$ cat config.mk
export PLATFORM = sky130hd
export DESIGN_NAME = colenc_lane
export DESIGN_NICKNAME = d
export VERILOG_FILES = /design/src/rtl/colenc_pkg.sv /design/src/rtl/colenc_regroup.sv /design/src/rtl/colenc_parity.sv /design/src/rtl/colenc_ctrl.sv /design/src/rtl/colenc_lane.sv
export SDC_FILE = /design/constraint.sdc
export NUM_CORES = 1
export LEC_CHECK = 0
export ABC_AREA = 1
export BUFFER_PORTS_ARGS = -buffer_cell sky130_fd_sc_hd__buf_4
export CORE_UTILIZATION = 55
export DETAILED_ROUTE_END_ITERATION = 6
export GPL_TIMING_DRIVEN = 1
export PLACE_DENSITY = 0.72
export SETUP_SLACK_MARGIN = 0.1
export SLEW_MARGIN = 5
export SYNTH_ARGS = -nofsm -noshare
export SYNTH_HDL_FRONTEND = slang
export SYNTH_SLANG_ARGS = --single-unit
$ cat constraint.sdc
create_clock -name clk -period 6 [get_ports clk]
set_clock_uncertainty 0.15 [all_clocks]
set_input_delay 0.9 -clock clk [delete_from_list [all_inputs] [get_ports clk]]
set_output_delay 0.9 -clock clk [all_outputs]
set_load 0.005 [all_outputs]
$ cat src/rtl/colenc_pkg.sv
package colenc_pkg;
  localparam int COL_W = 6;
  localparam logic [COL_W:0] FIELD_POLY = 7'b1000011;  // x^6 + x + 1
  typedef logic [COL_W-1:0] csym_t;

  // Multiply two field elements, reducing modulo FIELD_POLY
  function automatic csym_t gf_mul(csym_t a, csym_t b);
    csym_t acc;
    csym_t aa;
    acc = '0;
    aa  = a;
    for (int i = 0; i < COL_W; i++) begin
      if (b[i]) acc = acc ^ aa;
      aa = aa[COL_W-1] ? ((aa << 1) ^ FIELD_POLY[COL_W-1:0]) : (aa << 1);
    end
    return acc;
  endfunction
endpackage

$ cat src/rtl/colenc_regroup.sv
module colenc_regroup #(
  parameter int ROW_W = 4,
  parameter int COL_W = 6
) (
  input  logic             clk,
  input  logic             rst_n,
  input  logic             take,
  input  logic [ROW_W-1:0] row_in,
  output logic             emit,
  output logic [COL_W-1:0] col_out
);
  localparam int ACC_W = ROW_W + COL_W;
  localparam int CNT_W = $clog2(ACC_W + 1);

  logic [ACC_W-1:0] acc_q, acc_d, acc_ext, shifted;
  logic [CNT_W-1:0] cnt_q, cnt_d, cnt_sum;

  // The register keeps fewer than COL_W pending bits, right-aligned
  always_comb begin
    acc_ext = {acc_q[ACC_W-ROW_W-1:0], row_in};
    cnt_sum = cnt_q + CNT_W'(ROW_W);
    emit    = take && (cnt_sum >= CNT_W'(COL_W));
    shifted = acc_ext >> (cnt_sum - CNT_W'(COL_W));
    col_out = shifted[COL_W-1:0];
    acc_d   = acc_q;
    cnt_d   = cnt_q;
    if (take) begin
      acc_d = acc_ext;
      cnt_d = emit ? (cnt_sum - CNT_W'(COL_W)) : cnt_sum;
    end
  end

  always_ff @(posedge clk or negedge rst_n) begin
    if (!rst_n) begin
      acc_q <= '0;
      cnt_q <= '0;
    end else if (take) begin
      acc_q <= acc_d;
      cnt_q <= cnt_d;
    end
  end
endmodule

$ cat src/rtl/colenc_parity.sv
module colenc_parity
  import colenc_pkg::*;
#(
  parameter int NPAR = 6
) (
  input  logic  clk,
  input  logic  rst_n,
  input  logic  absorb,
  input  logic  drain,
  input  csym_t din,
  output csym_t par_top
);
  typedef logic [NPAR:0][COL_W-1:0] gpoly_t;

  // Product of (x + alpha^i) for i = 0 .. NPAR-1
  function automatic gpoly_t make_gen();
    gpoly_t g;
    csym_t  root;
    g    = '0;
    g[0] = csym_t'(1);
    root = csym_t'(1);
    for (int i = 0; i < NPAR; i++) begin
      for (int k = NPAR; k > 0; k--) g[k] = g[k-1] ^ gf_mul(g[k], root);
      g[0] = gf_mul(g[0], root);
      root = gf_mul(root, csym_t'(2));
    end
    return g;
  endfunction

  localparam gpoly_t GEN = make_gen();

  csym_t par_q [NPAR];
  csym_t par_d [NPAR];
  csym_t fb;

  assign fb      = din ^ par_q[NPAR-1];
  assign par_top = par_q[NPAR-1];

  generate
    for (genvar i = 0; i < NPAR; i++) begin : g_stage
      if (i == 0) begin : g_first
        always_comb begin
          if (absorb)     par_d[i] = gf_mul(fb, GEN[i]);
          else if (drain) par_d[i] = '0;
          else            par_d[i] = par_q[i];
        end
      end else begin : g_rest
        always_comb begin
          if (absorb)     par_d[i] = par_q[i-1] ^ gf_mul(fb, GEN[i]);
          else if (drain) par_d[i] = par_q[i-1];
          else            par_d[i] = par_q[i];
        end
      end
      always_ff @(posedge clk or negedge rst_n) begin
        if (!rst_n)                par_q[i] <= '0;
        else if (absorb || drain)  par_q[i] <= par_d[i];
      end
    end
  endgenerate
endmodule

$ cat src/rtl/colenc_ctrl.sv
module colenc_ctrl #(
  parameter int DATA_ROWS = 81,
  parameter int NPAR      = 6
) (
  input  logic clk,
  input  logic rst_n,
  input  logic row_valid,
  output logic take,
  output logic in_par,
  output logic par_last
);
  localparam int RC_W = $clog2(DATA_ROWS + 1);
  localparam int PC_W = $clog2(NPAR + 1);

  typedef enum logic {ST_DATA, ST_PAR} phase_t;

  phase_t          st_q, st_d;
  logic [RC_W-1:0] row_q, row_d;
  logic [PC_W-1:0] pc_q, pc_d;
  logic            last_row;

  assign in_par   = (st_q == ST_PAR);
  assign take     = row_valid && (st_q == ST_DATA);
  assign last_row = take && (row_q == RC_W'(DATA_ROWS - 1));
  assign par_last = in_par && (pc_q == PC_W'(NPAR - 1));

  always_comb begin
    st_d  = st_q;
    row_d = row_q;
    pc_d  = pc_q;
    if (st_q == ST_DATA) begin
      if (take) row_d = last_row ? '0 : row_q + 1'b1;
      if (last_row) begin
        st_d = ST_PAR;
        pc_d = '0;
      end
    end else begin
      pc_d = pc_q + 1'b1;
      if (par_last) st_d = ST_DATA;
    end
  end

  always_ff @(posedge clk or negedge rst_n) begin
    if (!rst_n) begin
      st_q  <= ST_DATA;
      row_q <= '0;
      pc_q  <= '0;
    end else begin
      st_q  <= st_d;
      row_q <= row_d;
      pc_q  <= pc_d;
    end
  end
endmodule

$ cat src/rtl/colenc_lane.sv
module colenc_lane
  import colenc_pkg::*;
#(
  parameter int ROW_W    = 4,
  parameter int SEG_SYMS = 60,
  parameter int PAR_SYMS = 6
) (
  input  logic             clk,
  input  logic             rst_n,
  input  logic             row_valid,
  input  logic [ROW_W-1:0] row_sym,
  output logic             pause_req,
  output logic             col_valid,
  output logic [COL_W-1:0] col_sym,
  output logic             col_eos
);
  localparam int DATA_COLS = SEG_SYMS - PAR_SYMS;
  localparam int DATA_BITS = DATA_COLS * COL_W;
  localparam int DATA_ROWS = DATA_BITS / ROW_W;

  logic  take, in_par, par_last, emit;
  csym_t pk_sym, par_top;
  logic  nx_valid, nx_eos;
  csym_t nx_sym;

  colenc_ctrl #(.DATA_ROWS(DATA_ROWS), .NPAR(PAR_SYMS)) u_ctrl (
    .clk(clk), .rst_n(rst_n), .row_valid(row_valid),
    .take(take), .in_par(in_par), .par_last(par_last)
  );

  colenc_regroup #(.ROW_W(ROW_W), .COL_W(COL_W)) u_pack (
    .clk(clk), .rst_n(rst_n), .take(take), .row_in(row_sym),
    .emit(emit), .col_out(pk_sym)
  );

  colenc_parity #(.NPAR(PAR_SYMS)) u_par (
    .clk(clk), .rst_n(rst_n), .absorb(emit), .drain(in_par),
    .din(pk_sym), .par_top(par_top)
  );

  assign pause_req = in_par;

  always_comb begin
    nx_valid = emit || in_par;
    nx_sym   = in_par ? par_top : pk_sym;
    nx_eos   = par_last;
  end

  always_ff @(posedge clk or negedge rst_n) begin
    if (!rst_n) begin
      col_valid <= 1'b0;
      col_eos   <= 1'b0;
      col_sym   <= '0;
    end else begin
      col_valid <= nx_valid;
      col_eos   <= nx_eos;
      if (nx_valid) col_sym <= nx_sym;
    end
  end
endmodule

==> summary.txt <==
Floorplanning
  – Row cnt: 31
  – I/O pins: 16
  – Die X: 88.48 µm
  – Initial core utilization: 0.5670
  – Core ar.: 7253 µm²
  – Die ar.: 7828 µm²
  – Die H: 88.48 µm

Global routing
  – Vias in the first global route: 3214
  – Total global-route track usage: 0.2546
  – First-pass GRT wire length: 15.35 mm
  – Largest net degree at the start of global routing: 65
  – Gr ovfl total: 0
  – Initial antenna violation count: 0

Logic synthesis
  – Post-synth net total: 545
  – Synth Area in Simple Gates: 0.3675
  – Synthesized instance count: 531
  – Mapped cell area: 4113 µm²
  – Synth Register Bits: 64
  – Post-Synth XOR/XNOR Area: 0.03803
  – Post-synth EDFFs: 0
  – Post-synth cell types: 37
  – Synth area leader: dfrtp_1
  – Mux share of post-synthesis cell area: 0
  – Synth Area in Compound Gates: 0.1177
  – Synth async-reset ratio: 1.000
  – Synth warnings: 0
  – Main combinational cell family by area after synthesis: simple AND/OR/NAND/NOR gates
  – Sequential area share after synthesis: 0.3894
  – Top post-synthesis cells by area: dfrtp_1, nand2_1, nand3_1
  – Post-synthesis adder-cell area fraction: 0.02130
  – Most frequent cells after synthesis: nand2_1, dfrtp_1, nand3_1, inv_1, nand2_2
  – Top-count cell post-synth: nand2_1
  – Synth Flop Type: dfrtp_1
  – Syn Area/Cell: 7.745 µm²
  – Yosys top cell area share: 0.3894

Routing
  – Routed length per instance: 13.93 µm
  – Antenna Nets Post-Route: 0
  – Via Count: 3501
  – Average via count per standard cell: 5.420
  – DR iter-0 viols: 235
  – Drc violations: 0
  – DRT Pass-1 Iters: 5
  – WL final: 9.002 mm

STA
  – Final Cycle Share: 0.6693
  – Post-layout min period: 4.016 ns
  – Worst Tran Pin Value: 0.9700 ns
  – Slew margin rel.: 0.3526
  – Max Fclk: 249.0 MHz
  – Setup TNS: 0 ns
  – Setup-violating endpoint count in the final report: 0
  – Unrepaired setup endpoints after global routing: false
  – Fin. max-slew vios: 0
  – Hold Vio Cnt, Final: 0

Run
  – Maxcap violations: 0

Critical path
  – CP Max Fanout: 32
  – Critical path origin: u_ctrl.in_par
  – Crit-path max cell delay: 0.75 ns
  – Critical Path RT: 6.11 ns
  – Crit. End Element: flip-flop
  – CP most frequent cell: inv_1
  – Worst Path Arrival: 4.12 ns
  – Reg2Reg Setup Slack: 1.98 ns
  – R2R Path Start: u_ctrl.in_par
  – Worst Path Class, Setup: flip-flop to flip-flop
  – R2R Path End: u_par.par_q[6]
  – Slowest-stage cell, CP: inv_1
  – FF-to-FF path depth: 9
  – Cell Chain, Critical Path: inv_1 -> nand2_1 -> inv_1 -> nand2_1 -> inv_1 -> nor2_2 -> inv_1 -> o22ai_1 -> a31oi_1
  – Startpoint types: flip-flop

Placed design
  – Placed insts: 630
  – Placed Area: 4275 µm²
  – Port bufs: 15
  – RePlAce Congestion: 0.8375
  – Hpwl dp: 6.397 mm

Final layout
  – Post-Layout Cell Count: 646
  – Fill cells: 638
  – Nets: 556
  – Layout cell share with drive strength beyond 1: 0.2029
  – Diodes inserted: 0
  – Finished Cell Area: 4472 µm²
  – Area delta synth->final: 8.731%

CTS
  – CTS buffer count: 9
  – Reg clk slew, reported paths: 0.07 ns
  – Hold_buf cts: 0
  – Sink Count: 64
  – Clock latency at the later pin of the worst-skew pair: 0.35 ns
  – Root buffer cell: clkbuf_8
  – Htree depth: 3
  – # resized after CTS: 0
  – Post-CTS Setup Bufs: 0
  – CTS tree: yes
  – Clk buf depth: 2

Hold path
  – HP Start: col_sym[2]
  – Hold Path Class: flip-flop to flip-flop
  – Hold path depth: 2
  – Hold path endpoint: col_sym[2]

Status
  – Status: completed
[state kept, by name, summed over array words and instances (netlist names)]
| name | count |
|---|---|
| u_ctrl.pc_q | 3 |
| u_par.par_q | 30 |
| u_par.par_top | 6 |
| u_pack.acc_q | 6 |
| u_ctrl.in_par | 1 |
| col_eos | 1 |
| col_valid | 1 |
| u_ctrl.row_q | 7 |
| col_sym | 6 |
| u_pack.cnt_q | 3 |
[cell usage in the layout, fill, tap and decap left out]
| cell type | synthesis | final |
|---|---|---|
| nand2_1 | 153 | 153 |
| dfrtp_1 | 64 | 64 |
| nand3_1 | 61 | 61 |
| inv_1 | 43 | 43 |
| nand2_2 | 35 | 35 |
| o21ai_0 | 32 | 32 |
| o211ai_1 | 17 | 17 |
| nand2_4 | 16 | 16 |
| buf_4 | 2 | 16 |
| nor2_1 | 14 | 14 |
| o21ai_1 | 12 | 12 |
| nand3_2 | 10 | 10 |
| xor2_1 | 10 | 10 |
| clkbuf_8 | 0 | 9 |
| ha_1 | 7 | 7 |
| inv_2 | 6 | 6 |
| a21oi_1 | 6 | 6 |
| nor2_2 | 4 | 4 |
| o22ai_1 | 3 | 3 |
| nor4_1 | 2 | 2 |
| nand4_1 | 2 | 2 |
| a21o_1 | 2 | 2 |
| a31oi_1 | 2 | 2 |
| nor3_1 | 2 | 2 |
| o221ai_1 | 2 | 2 |
| clkinv_4 | 0 | 2 |
| clkinvlp_4 | 0 | 2 |
| clkinv_2 | 0 | 2 |
| a211o_1 | 1 | 1 |
| inv_4 | 1 | 1 |
| xnor2_2 | 1 | 1 |
| a21oi_4 | 1 | 1 |
| a21oi_2 | 1 | 1 |
| nand2_8 | 1 | 1 |
| xor2_4 | 1 | 1 |
| xnor2_1 | 1 | 1 |
| xor2_2 | 1 | 1 |
| o21ai_2 | 1 | 1 |
| bufinv_16 | 0 | 1 |
[metal layers]
metal  GRT usage  wire length (µm)  up-vias
met5           0                 0        -
met4     0.07038               146        0
met3     0.05224               405       13
met2      0.3853              3945       83
met1      0.3700              4506     1642
li1            -                 -     1763
[metrics by stage]
stage	util	worst slack (ns)	hold WS [ns]
2_1_floorplan	-	3.426	0.3174
3_3_place_gp	0.5894	2.109	0.3205
3_5_place_dp	0.5894	1.947	0.3293
4_1_cts	0.6165	2.009	0.3487
5_1_grt	0.6165	1.558	0.3799
6_report	0.6165	1.984	0.3394
[cells by family (layout without fill, tap and decap cells)]
family | count (synthesis) | count (layout)
compound gates | 80 | 80
simple gates | 300 | 300
fa+ha+maj | 7 | 7
buf+inv | 66 | 82
flops | 64 | 64
xor+xnor | 14 | 14
[worst max-delay path: cells and delay by family (launching register included)]
kind	cells	cell delay, ns
buf+inv	4	2.17
compound gates	2	0.32
flops	1	0.51
simple gates	3	0.77
[worst max-delay path by stage]
stage / end / slack [ns] / cells after the start
3_3_place_gp: u_par.par_q[26] / 2.11 / 9
6_report: u_par.par_q[6] / 1.98 / 9
3_5_place_dp: u_par.par_q[6] / 1.95 / 9
5_1_grt: u_par.par_q[26] / 1.56 / 9
2_1_floorplan: u_par.par_top[4] / 3.43 / 16
4_1_cts: u_par.par_q[6] / 2.01 / 9
[final cells by class]
class | instances | area (µm²) | share of cell area
multi-input cells | 401 | 2240 | 0.5008
repair buffers | 16 | 120.1 | 0.02686
inverters | 50 | 190.2 | 0.04253
well taps | 99 | 123.9 | 0.02770
clock buffers | 9 | 123.9 | 0.02770
flip-flops and latches | 64 | 1602 | 0.3581
clock inverters | 7 | 72.57 | 0.01623
Power is left out: the tool's default activity adds up to more than one toggle a clock period on the data nets, which glitch-free logic cannot reach.
